<file path="config.mk">
export PLATFORM = sky130hd
export DESIGN_NAME = als_i2c_target
export DESIGN_NICKNAME = d
export VERILOG_FILES = /design/src/rtl/als_i2c_pkg.sv /design/src/rtl/als_i2c_busmon.sv /design/src/rtl/als_i2c_engine.sv /design/src/rtl/als_i2c_regs.sv /design/src/rtl/als_i2c_target.sv
export SDC_FILE = /design/constraint.sdc
export NUM_CORES = 1
export LEC_CHECK = 0
export CELL_PAD_IN_SITES_DETAIL_PLACEMENT = 1
export CELL_PAD_IN_SITES_GLOBAL_PLACEMENT = 1
export CORE_MARGIN = 8
export CORE_UTILIZATION = 45
export DETAILED_ROUTE_END_ITERATION = 10
export GPL_ROUTABILITY_DRIVEN = 0
export PLACE_DENSITY_LB_ADDON = 0.1
export SETUP_SLACK_MARGIN = 0.5
export SYNTH_ARGS = -nofsm -noshare
export SYNTH_HDL_FRONTEND = slang
export SYNTH_SLANG_ARGS = --single-unit
</file>
<file path="constraint.sdc">
create_clock -name clk -period 5.7 [get_ports clk]
set_input_delay 0.57 -clock clk [delete_from_list [all_inputs] [get_ports clk]]
set_output_delay 0.57 -clock clk [all_outputs]
set_load 0.005 [all_outputs]
</file>
<file path="src/rtl/als_i2c_pkg.sv">
package als_i2c_pkg;
  localparam int WORD_W = 16;
  localparam int NUM_RW = 4;
  localparam int PSM_IDX = 3;
  localparam logic [7:0] CODE_LIGHT = 8'h04;
  localparam logic [7:0] CODE_WHITE = 8'h05;
  localparam logic [7:0] CODE_IRQ   = 8'h06;

  typedef logic [WORD_W-1:0] word_t;

  typedef enum logic [3:0] {
    S_IDLE, S_ADDR, S_AACK, S_CMD, S_CACK, S_WLO, S_WLACK,
    S_WHI, S_WHACK, S_TX, S_RACK, S_SKIP
  } eng_st_t;

  function automatic word_t rw_mask(input int idx);
    return (idx == PSM_IDX) ? word_t'(16'h0007) : '1;
  endfunction

  function automatic word_t rw_reset(input int idx);
    return (idx == 0) ? word_t'(16'h0001) : '0;
  endfunction
endpackage

</file>
<file path="src/rtl/als_i2c_busmon.sv">
module als_i2c_busmon #(
  parameter int STAGES = 2
) (
  input  logic clk,
  input  logic rst_n,
  input  logic scl_i,
  input  logic sda_i,
  output logic scl_rise,
  output logic scl_fall,
  output logic sda_s,
  output logic start_det,
  output logic stop_det
);
  localparam int DEPTH = STAGES + 1;

  logic [DEPTH-1:0] scl_pipe, sda_pipe;
  logic scl_now, scl_old, sda_old;

  always_ff @(posedge clk or negedge rst_n) begin
    if (!rst_n) begin
      scl_pipe <= '1;
      sda_pipe <= '1;
    end else begin
      scl_pipe <= {scl_pipe[DEPTH-2:0], scl_i};
      sda_pipe <= {sda_pipe[DEPTH-2:0], sda_i};
    end
  end

  assign scl_now   = scl_pipe[DEPTH-2];
  assign scl_old   = scl_pipe[DEPTH-1];
  assign sda_s     = sda_pipe[DEPTH-2];
  assign sda_old   = sda_pipe[DEPTH-1];
  assign scl_rise  = scl_now & ~scl_old;
  assign scl_fall  = ~scl_now & scl_old;
  assign start_det = scl_now & scl_old & sda_old & ~sda_s;
  assign stop_det  = scl_now & scl_old & ~sda_old & sda_s;
endmodule

</file>
<file path="src/rtl/als_i2c_engine.sv">
module als_i2c_engine
  import als_i2c_pkg::*;
#(
  parameter logic [6:0] ADDR_HI = 7'h48,
  parameter logic [6:0] ADDR_LO = 7'h10
) (
  input  logic       clk,
  input  logic       rst_n,
  input  logic       addr_sel,
  input  logic       scl_rise,
  input  logic       scl_fall,
  input  logic       sda_s,
  input  logic       start_det,
  input  logic       stop_det,
  input  word_t      rd_data,
  output logic [7:0] ptr,
  output logic       wr_en,
  output word_t      wr_data,
  output logic       sda_oe,
  output eng_st_t    state
);
  eng_st_t    st;
  logic [3:0] cnt;
  logic [7:0] shreg, lo_buf;
  word_t      tx_word;
  logic       hi_sel, is_read, host_ack;
  logic [6:0] my_addr;
  logic [7:0] tx_byte;
  logic       tx_bit;

  assign my_addr = addr_sel ? ADDR_HI : ADDR_LO;
  assign tx_byte = hi_sel ? tx_word[15:8] : tx_word[7:0];
  assign tx_bit  = tx_byte[3'd7 - cnt[2:0]];
  assign state   = st;

  always_ff @(posedge clk or negedge rst_n) begin
    if (!rst_n) begin
      st <= S_IDLE; cnt <= '0; shreg <= '0; lo_buf <= '0; ptr <= '0;
      tx_word <= '0; hi_sel <= 1'b0; is_read <= 1'b0; host_ack <= 1'b0;
      sda_oe <= 1'b0; wr_en <= 1'b0; wr_data <= '0;
    end else begin
      wr_en <= 1'b0;
      if (start_det) begin
        st <= S_ADDR; cnt <= '0; sda_oe <= 1'b0;
      end else if (stop_det) begin
        st <= S_IDLE; sda_oe <= 1'b0;
      end else begin
        case (st)
          S_ADDR, S_CMD, S_WLO, S_WHI: begin
            if (scl_rise && cnt < 4'd8) begin
              shreg <= {shreg[6:0], sda_s};
              cnt   <= cnt + 4'd1;
            end else if (scl_fall && cnt == 4'd8) begin
              cnt <= '0;
              case (st)
                S_ADDR: begin
                  if (shreg[7:1] == my_addr) begin
                    is_read <= shreg[0]; sda_oe <= 1'b1; st <= S_AACK;
                  end else begin
                    st <= S_SKIP;
                  end
                end
                S_CMD: begin
                  ptr <= shreg; sda_oe <= 1'b1; st <= S_CACK;
                end
                S_WLO: begin
                  lo_buf <= shreg; sda_oe <= 1'b1; st <= S_WLACK;
                end
                default: begin
                  wr_data <= {shreg, lo_buf}; wr_en <= 1'b1;
                  sda_oe <= 1'b1; st <= S_WHACK;
                end
              endcase
            end
          end
          S_AACK: if (scl_fall) begin
            if (is_read) begin
              tx_word <= rd_data; hi_sel <= 1'b0;
              sda_oe <= ~rd_data[7]; st <= S_TX;
            end else begin
              sda_oe <= 1'b0; st <= S_CMD;
            end
          end
          S_CACK:  if (scl_fall) begin sda_oe <= 1'b0; st <= S_WLO;  end
          S_WLACK: if (scl_fall) begin sda_oe <= 1'b0; st <= S_WHI;  end
          S_WHACK: if (scl_fall) begin sda_oe <= 1'b0; st <= S_SKIP; end
          S_TX: begin
            if (scl_rise) begin
              cnt <= cnt + 4'd1;
            end else if (scl_fall) begin
              if (cnt == 4'd8) begin
                sda_oe <= 1'b0; cnt <= '0; st <= S_RACK;
              end else begin
                sda_oe <= ~tx_bit;
              end
            end
          end
          S_RACK: begin
            if (scl_rise) begin
              host_ack <= ~sda_s;
            end else if (scl_fall) begin
              if (host_ack && !hi_sel) begin
                hi_sel <= 1'b1; sda_oe <= ~tx_word[15]; st <= S_TX;
              end else begin
                st <= S_SKIP;
              end
            end
          end
          default: ;
        endcase
      end
    end
  end
endmodule

</file>
<file path="src/rtl/als_i2c_regs.sv">
module als_i2c_regs
  import als_i2c_pkg::*;
(
  input  logic       clk,
  input  logic       rst_n,
  input  logic       wr_en,
  input  logic [7:0] ptr,
  input  word_t      wr_data,
  input  word_t      light_data,
  input  word_t      white_data,
  input  word_t      irq_status,
  output word_t      rd_data,
  output word_t      cfg_o,
  output word_t      thr_hi_o,
  output word_t      thr_lo_o,
  output word_t      psm_o
);
  localparam int IDX_W = $clog2(NUM_RW);

  word_t rw_q [NUM_RW];

  for (genvar g = 0; g < NUM_RW; g++) begin : g_rw
    always_ff @(posedge clk or negedge rst_n) begin
      if (!rst_n) rw_q[g] <= rw_reset(g);
      else if (wr_en && ptr == 8'(g)) rw_q[g] <= wr_data & rw_mask(g);
    end
  end

  always_comb begin
    if (ptr < 8'(NUM_RW)) rd_data = rw_q[ptr[IDX_W-1:0]];
    else if (ptr == CODE_LIGHT) rd_data = light_data;
    else if (ptr == CODE_WHITE) rd_data = white_data;
    else if (ptr == CODE_IRQ) rd_data = irq_status;
    else rd_data = '0;
  end

  assign cfg_o    = rw_q[0];
  assign thr_hi_o = rw_q[1];
  assign thr_lo_o = rw_q[2];
  assign psm_o    = rw_q[PSM_IDX];
endmodule

</file>
<file path="src/rtl/als_i2c_target.sv">
module als_i2c_target
  import als_i2c_pkg::*;
#(
  parameter logic [6:0] ADDR_HI     = 7'h48,
  parameter logic [6:0] ADDR_LO     = 7'h10,
  parameter int         SYNC_STAGES = 2
) (
  input  logic        clk,
  input  logic        rst_n,
  input  logic        addr_sel,
  input  logic        scl_i,
  input  logic        sda_i,
  output logic        sda_oe,
  input  logic [15:0] light_data,
  input  logic [15:0] white_data,
  input  logic [15:0] irq_status,
  output logic [15:0] cfg_o,
  output logic [15:0] thr_hi_o,
  output logic [15:0] thr_lo_o,
  output logic [15:0] psm_o
);
  logic       scl_rise, scl_fall, sda_s, start_det, stop_det;
  logic [7:0] ptr;
  logic       wr_en;
  word_t      wr_data, rd_data;
  eng_st_t    eng_state;

  als_i2c_busmon #(.STAGES(SYNC_STAGES)) u_busmon (
    .clk(clk), .rst_n(rst_n), .scl_i(scl_i), .sda_i(sda_i),
    .scl_rise(scl_rise), .scl_fall(scl_fall), .sda_s(sda_s),
    .start_det(start_det), .stop_det(stop_det)
  );

  als_i2c_engine #(.ADDR_HI(ADDR_HI), .ADDR_LO(ADDR_LO)) u_engine (
    .clk(clk), .rst_n(rst_n), .addr_sel(addr_sel),
    .scl_rise(scl_rise), .scl_fall(scl_fall), .sda_s(sda_s),
    .start_det(start_det), .stop_det(stop_det), .rd_data(rd_data),
    .ptr(ptr), .wr_en(wr_en), .wr_data(wr_data), .sda_oe(sda_oe),
    .state(eng_state)
  );

  als_i2c_regs u_regs (
    .clk(clk), .rst_n(rst_n), .wr_en(wr_en), .ptr(ptr), .wr_data(wr_data),
    .light_data(light_data), .white_data(white_data), .irq_status(irq_status),
    .rd_data(rd_data), .cfg_o(cfg_o), .thr_hi_o(thr_hi_o),
    .thr_lo_o(thr_lo_o), .psm_o(psm_o)
  );
endmodule

</file>
==> key figures, run 1 <==
Power and ir drop
  – Leakage power: 3.38 nW
  – Peak supply drop: 0.267 mV
  – Pwr/cell area: between 300 and 400 nW/um^2

Drt
  – Residual DRC: 0
  – Drt first pass iters: 5
  – Via/cell ratio: 5.65
  – Post-DRT Antenna Nets: 0
  – Vias: 4,514
  – Drt wl/cell: 22.4 um
  – Drt total wl: 17,900 um
  – Starting DRT DRC Count: between 200 and 300

Synthesis
  – Mean post-synth cell area: 12.0 um^2
  – Post-synth cell types: 56
  – Yosys Warn Count: 0
  – Register bit total from synthesis: 126
  – Cell count after synthesis: just over 500
  – Mapped cell area: roughly 6100 um^2
  – EDFF count, synth: 0
  – Async SR Flop Fraction: 1.00
  – Top_reg_cell synth: dfrtp_1
  – Post-synthesis sequential area ratio: 0.514

Floorplanning
  – IO Pins: 118
  – Die area: 17,700 um^2
  – Die width: 133 um
  – Initial core utilization: 0.463
  – Std-Cell Rows: 42
  – Chip height: 133 um
  – Core box area: between 10,000 and 15,000 um^2

Timing
  – Final hold vios: 0
  – Highest Clock Rate: between 300 and 400 MHz
  – Setup_tns: 0 ns
  – Part of the cycle the worst path needs: 0.543
  – Finish-stage setup viols: 0
  – PnR worst setup slack: 2.61 ns
  – Fin Hold WS: 0.313 ns
  – Worst-margin pin slew: about 1.0 ns
  – Slew HR: 0.331
  – Slew Limit Fails: 0
  – Clk_skew: about 0.0066 ns
  – RSZ-0062 raised after global routing: false
  – Tmin final: 3.09 ns

Clocking
  – CTS Buffer Depth: 2
  – TritonCTS clock tree: built
  – H-tree Lvls: 4
  – Total CTS buffers: 17
  – Worst-Skew Late Latency: ~0.42 ns
  – CTS root buf: clkbuf_16
  – CTS sink count: 126
  – CTS Hold Bufs: 0
  – Post-CTS Setup Bufs: 0
  – Resize count post-CTS: 0
  – Reg clk slew, reported paths: 0.06 ns

Setup path
  – Nature of the critical path endpoint: flop
  – Slowest cell on crit path: nor3_4
  – Worst path required time: 6.00 ns
  – Worst setup SP type: flop
  – Critical path data arrival time: about 3.4 ns
  – CP dominant cell by count: nor3_4
  – Reg2reg start: u_engine.ptr[6]
  – Critical-path cell list: or4_4, nor3_4, nand2_2, nor3_4, mux2_2
  – R2r setup slk: between 2 and 3 ns
  – Worst Reg-to-Reg Cells: 5
  – Crit path max fanout: 19
  – Crit-path max cell delay: around 0.77 ns
  – Reg2reg end: u_regs.cfg_o[11]
  – Kind of critical path: flop to flop

Final layout
  – Layout cells sized above 1: 0.255
  – Finished Layout Cells: 799
  – Commonest cells after routing, fill and taps aside: 118 x dfrtp_1, 103 x clkdlybuf4s50_1, 92 x mux2_2, 51 x nand2_1, 51 x o21ai_0
  – Most common cell after layout, fill and taps aside: dfrtp_1
  – Nets: 664
  – P&R area growth vs syn: 27.1%
  – Number of diodes: 0
  – Fin area: 7820 um^2

Global route
  – Number of global-route vias before repair: 4,958
  – Largest net degree at the start of global routing: 78
  – First-pass GRT wire length: ~29,000 um
  – GRT Total Usage: 0.209
  – Total gr overflow: 0
  – Initial antenna violation count: 0

Place
  – HPWL Detailed: 12,600 um
  – Worst slack at placement: 2.47 ns
  – Cell Area, Placed: 7280 um^2
  – Placed cells: 767
  – Port bufs: 104

Worst hold path
  – HP Class: input pin to async pin

Flow run
  – Max_cap viols: 0

Outcome
  – Status: complete, no violations
logic make-up (layout without fill, tap and decap cells):
| logic type | after synthesis | in the layout | synth area share |
|---|---|---|---|
| and+or+nand+nor | 104 | 104 | 0.0942 |
| other | 1 | 13 | 0.000610 |
| AOI/OAI and AO/OA | 100 | 100 | 0.0995 |
| buffers and inverters | 48 | 147 | 0.0399 |
| adders and majority gates | 1 | 1 | 0.00203 |
| DFF | 126 | 126 | 0.514 |
| xor gates and xnor gates | 1 | 1 | 0.00142 |
| muxes | 131 | 131 | 0.248 |
where the power goes:
part           internal (mW)  switching (mW)
combinational          0.149           0.142
clock                  0.562           0.429
sequential             0.945           0.123
total                   1.66           0.694
routing by layer:
layer / vias up / global-route usage / part of all wire
met3: 16 / 0.0545 / 0.040
met2: 85 / 0.362 / 0.53
met4: 0 / 0.0574 / 0.013
met5: - / 0 / 0
met1: 2372 / 0.251 / 0.42
li1: 2041 / - / -
registers in the layout (all words and copies together) (netlist names):
| name | count |
|---|---|
| u_engine.wr_en | 1 |
| u_engine.lo_buf | 8 |
| u_busmon.scl_pipe | 3 |
| u_engine.sda_oe | 1 |
| u_engine.cnt | 4 |
| u_regs.thr_lo_o | 16 |
| u_engine.hi_sel | 1 |
| u_regs.cfg_o | 16 |
| u_engine.shreg | 8 |
| u_engine.is_read | 1 |
| u_regs.psm_o | 3 |
| u_engine.wr_data | 16 |
| u_engine.tx_word | 16 |
| u_regs.thr_hi_o | 16 |
| u_engine.host_ack | 1 |
| u_engine.ptr | 8 |
| u_busmon.sda_pipe | 3 |
| u_engine.state | 4 |
worst max path at each step:
stage | startpoint | endpoint | slack [ns] | cells after the start
2_1_floorplan | u_engine.ptr[6] | u_regs.cfg_o[10] | 3.48 | 6
3_3_place_gp | u_engine.ptr[0] | u_regs.thr_hi_o[3] | 2.56 | 4
3_5_place_dp | u_engine.ptr[0] | u_regs.thr_hi_o[11] | 2.47 | 4
4_1_cts | u_engine.ptr[0] | u_regs.thr_hi_o[11] | 2.46 | 4
5_1_grt | u_engine.ptr[6] | u_regs.cfg_o[11] | 2.49 | 5
6_report | u_engine.ptr[6] | u_regs.cfg_o[11] | 2.61 | 5
final cells by class:
type	instances	area, um^2
clock inverters	14	109
well taps	176	220
multi-input cells	350	2800
fillers	1379	5480
repair buffers	110	1080
inverters	5	18.8
flip-flops and latches	126	3160
clock buffers	18	429
Yosys cell counts (2+ instances only):
library cell,n,area (um^2)
a221oi_1,2,17.5
o22ai_1,2,12.5
a21o_1,3,22.5
nand3_1,4,20.0
clkbuf_1,19,71.3
buf_4,14,105
nor2_1,8,30.0
buf_2,4,20.0
mux2i_1,31,310
mux4_2,8,180
o211ai_1,3,22.5
buf_1,5,18.8
a31oi_1,3,18.8
a21oi_1,8,40.0
and3_1,3,18.8
nand2_1,51,191
inv_1,5,18.8
and2_1,3,18.8
nor2b_1,5,31.3
mux2_2,92,1040
or3_1,2,12.5
nor3_1,3,15.0
nor3b_1,4,30.0
a22oi_1,16,120
o2bb2ai_1,2,17.5
dfstp_2,7,184
a311oi_1,2,17.5
dfrtp_1,119,2980
o21ai_0,51,255
a211oi_1,2,15.0
nand2b_1,5,31.3
nor3_4,2,32.5
critical path: cells and delay by family (launching register included):
family / cells / cell delay (ns)
and+or+nand+nor: 4 / 2.16
DFF: 1 / 0.39
muxes: 1 / 0.43
stage by stage:
stage / total power, mW / utilization
3_3_place_gp: 1.36 / 0.547
4_1_cts: 2.37 / 0.588
5_1_grt: 2.46 / 0.588
6_report: 2.35 / 0.588
3_5_place_dp: 1.37 / 0.547
2_1_floorplan: 1.24 / -
Note: power is estimated with default switching activity, not from simulation.
==> run 2, diff against run 1 <==
--- a/config.mk
+++ b/config.mk
@@ -8,7 +8,7 @@
 export CELL_PAD_IN_SITES_DETAIL_PLACEMENT = 1
 export CELL_PAD_IN_SITES_GLOBAL_PLACEMENT = 1
 export CORE_MARGIN = 8
-export CORE_UTILIZATION = 45
+export CORE_UTILIZATION = 42
 export DETAILED_ROUTE_END_ITERATION = 10
 export GPL_ROUTABILITY_DRIVEN = 0
 export PLACE_DENSITY_LB_ADDON = 0.1
==> constraint.sdc (replaced) <==
create_clock -name clk -period 3 [get_ports clk]
set_input_delay 0.3 -clock clk [delete_from_list [all_inputs] [get_ports clk]]
set_output_delay 0.3 -clock clk [all_outputs]
set_load 0.005 [all_outputs]
==> key figures, run 2 (synthesis gave the netlist of run 1 again) <==
Worst hold path
  – HP Class: input pin to flop (was input pin to async pin)
  – Hold endpoint: u_busmon.sda_pipe[0]
  – Min-delay src: sda_i
  – Hold depth: 1

Timing
  – Fin Hold WS: 0.305 ns (was 0.313 ns)
  – Finish-stage setup viols: 0 (unchanged)
  – Clk_skew: 0.0144 ns (was 0.00660 ns)
  – Highest Clock Rate: 438 MHz (was 323 MHz)
  – Worst-margin pin slew: 0.681 ns (was 1.00 ns)
  – Setup_tns: 0 ns (unchanged)
  – Slew HR: 0.544 (was 0.331)
  – Slew Limit Fails: 0 (unchanged)
  – Part of the cycle the worst path needs: 0.761 (was 0.543)
  – Final hold vios: 0 (unchanged)
  – RSZ-0062 raised after global routing: false (unchanged)
  – Tmin final: 2.28 ns (was 3.09 ns)

Drt
  – Post-DRT Antenna Nets: 0 (unchanged)
  – Drt wl/cell: 22.3 um (was 22.4 um)
  – Vias: 4,545 (was 4,514)
  – Via/cell ratio: 5.57 (was 5.65)
  – Drt first pass iters: 4 (was 5)
  – Starting DRT DRC Count: 306 (was 288)
  – Drt total wl: 18,200 um (was 17,900 um)
  – Residual DRC: 0 (unchanged)

Setup path
  – Worst path required time: 3.30 ns (was 6.00 ns)
  – Critical path data arrival time: 2.58 ns (was 3.39 ns)
  – Reg2reg end: u_engine.lo_buf[5] (was u_regs.cfg_o[11])
  – Worst setup SP type: flop (unchanged)
  – Reg2reg start: u_engine.cnt[1] (was u_engine.ptr[6])
  – CP Launch Point: u_engine.cnt[1] (was u_engine.ptr[6])
  – Crit path max fanout: 8 (was 19)
  – Kind of critical path: flop to flop (unchanged)
  – Worst Reg-to-Reg Cells: 4 (was 5)
  – R2r setup slk: 0.72 ns (was 2.61 ns)
  – Nature of the critical path endpoint: flop (unchanged)

Final layout
  – Most common cell after layout, fill and taps aside: dfrtp_1 (unchanged)
  – Finished Layout Cells: 816 (was 799)
  – Layout cells sized above 1: 0.264 (was 0.255)
  – Commonest cells after routing, fill and taps aside: 118 x dfrtp_1, 103 x clkdlybuf4s50_1, 92 x mux2_2, 51 x o21ai_0, 50 x nand2_1 (was 118 x dfrtp_1, 103 x clkdlybuf4s50_1, 92 x mux2_2, 51 x nand2_1, 51 x o21ai_0)
  – Sequential Area: 3160 um^2 (unchanged)
  – Nets: 674 (was 664)
  – Filler instances: 1,471 (was 1,379)
  – Area of the multi-input gates: 2790 um^2 (was 2800 um^2)
  – Number of diodes: 0 (unchanged)
  – P&R area growth vs syn: 29.4% (was 27.1%)

Clocking
  – CTS root buf: clkbuf_16 (unchanged)
  – CTS sink count: 126 (unchanged)
  – CTS Buffer Depth: 2 (unchanged)
  – TritonCTS clock tree: built (unchanged)
  – Reg clk slew, reported paths: 0.06 ns (about the same)
  – H-tree Lvls: 4 (unchanged)
  – Total CTS buffers: 17 (unchanged)
  – Worst-Skew Late Latency: 0.41 ns (was 0.42 ns)

Global route
  – Number of global-route vias before repair: 4,994 (was 4,958)
  – First-pass GRT wire length: 28,900 um (was 28,700 um)
  – Largest net degree at the start of global routing: 62 (was 78)
  – GRT Total Usage: 0.204 (was 0.209)
  – Initial antenna violation count: 0 (unchanged)
  – Total gr overflow: 0 (unchanged)

Floorplanning
  – Die width: 137 um (was 133 um)
  – Std-Cell Rows: 44 (was 42)
  – Chip height: 137 um (was 133 um)
  – Core box area: 14,400 um^2 (was 13,300 um^2)
  – Initial core utilization: 0.426 (was 0.463)
  – Die area: 18,800 um^2 (was 17,700 um^2)
  – IO Pins: 118 (unchanged)

Place
  – Port bufs: 104 (unchanged)
  – HPWL Detailed: 13,000 um (was 12,600 um)
  – Placed cells: 784 (was 767)

Flow run
  – Max_cap viols: 0 (unchanged)

Power and ir drop
  – Peak supply drop: 0.496 mV (was 0.267 mV)
  – Leakage power: 3.45 nW (was 3.38 nW)
  – Pwr/cell area: 581 nW/um^2 (was 301 nW/um^2)

Outcome
  – Status: complete, no violations (unchanged)
run 2: timing repair:
action	4_1_cts	5_1_grt
endpoints found under the setup margin	0	8
resized for setup	0	1
hold buffers	1	0
setup buffers	0	0
endpoints found under the hold margin	18	0
run 2: worst max-delay path, stage by stage (launching register included):
cell,delay (ns)
dfrtp_1,0.50
nor4b_4,0.50
nand4_2,0.26
or3_1,0.56
mux2_2,0.35
run 2: report_power, final:
group	switching [mW]	internal [mW]	total, mW
Sequential	0.207	1.80	2.00
Clock	0.759	1.25	2.01
Combinational	0.315	0.297	0.612
run 2: how the worst max path moves through the flow:
stage / endpoint / slack, ns / cells after the start
2_1_floorplan: u_regs.cfg_o[10] / 0.78 / 6
3_3_place_gp: u_engine.sda_oe / 0.81 / 6
3_5_place_dp: u_engine.sda_oe / 0.72 / 6
4_1_cts: u_engine.tx_word[8] / 0.69 / 5
5_1_grt: u_engine.lo_buf[6] / 0.59 / 4
6_report: u_engine.lo_buf[5] / 0.72 / 4
run 2: routing by layer:
metal	share of wire	global-route usage
met1	0.43	0.257
met2	0.51	0.338
met3	0.038	0.0485
met4	0.017	0.0676
met5	0	0
run 2: cell type report:
cell class | instances | share of cell area
Sequential cell | 126 | 0.397
Multi-Input combinational cell | 350 | 0.351
Timing Repair Buffer | 120 | 0.147
Clock buffer | 20 | 0.0561
Tap cell | 184 | 0.0289
Clock inverter | 11 | 0.0170
Inverter | 5 | 0.00236
run 2: stage by stage:
| step | area, um^2 | utilization | setup WS (ns) | power (mW) |
|---|---|---|---|---|
| 2_1_floorplan | 6190 | - | 0.782 | 2.36 |
| 3_3_place_gp | 7370 | 0.511 | 0.810 | 2.61 |
| 3_5_place_dp | 7370 | 0.511 | 0.720 | 2.63 |
| 4_1_cts | 7960 | 0.552 | 0.689 | 4.66 |
| 5_1_grt | 7960 | 0.552 | 0.595 | 4.83 |
| 6_report | 7960 | 0.552 | 0.718 | 4.62 |
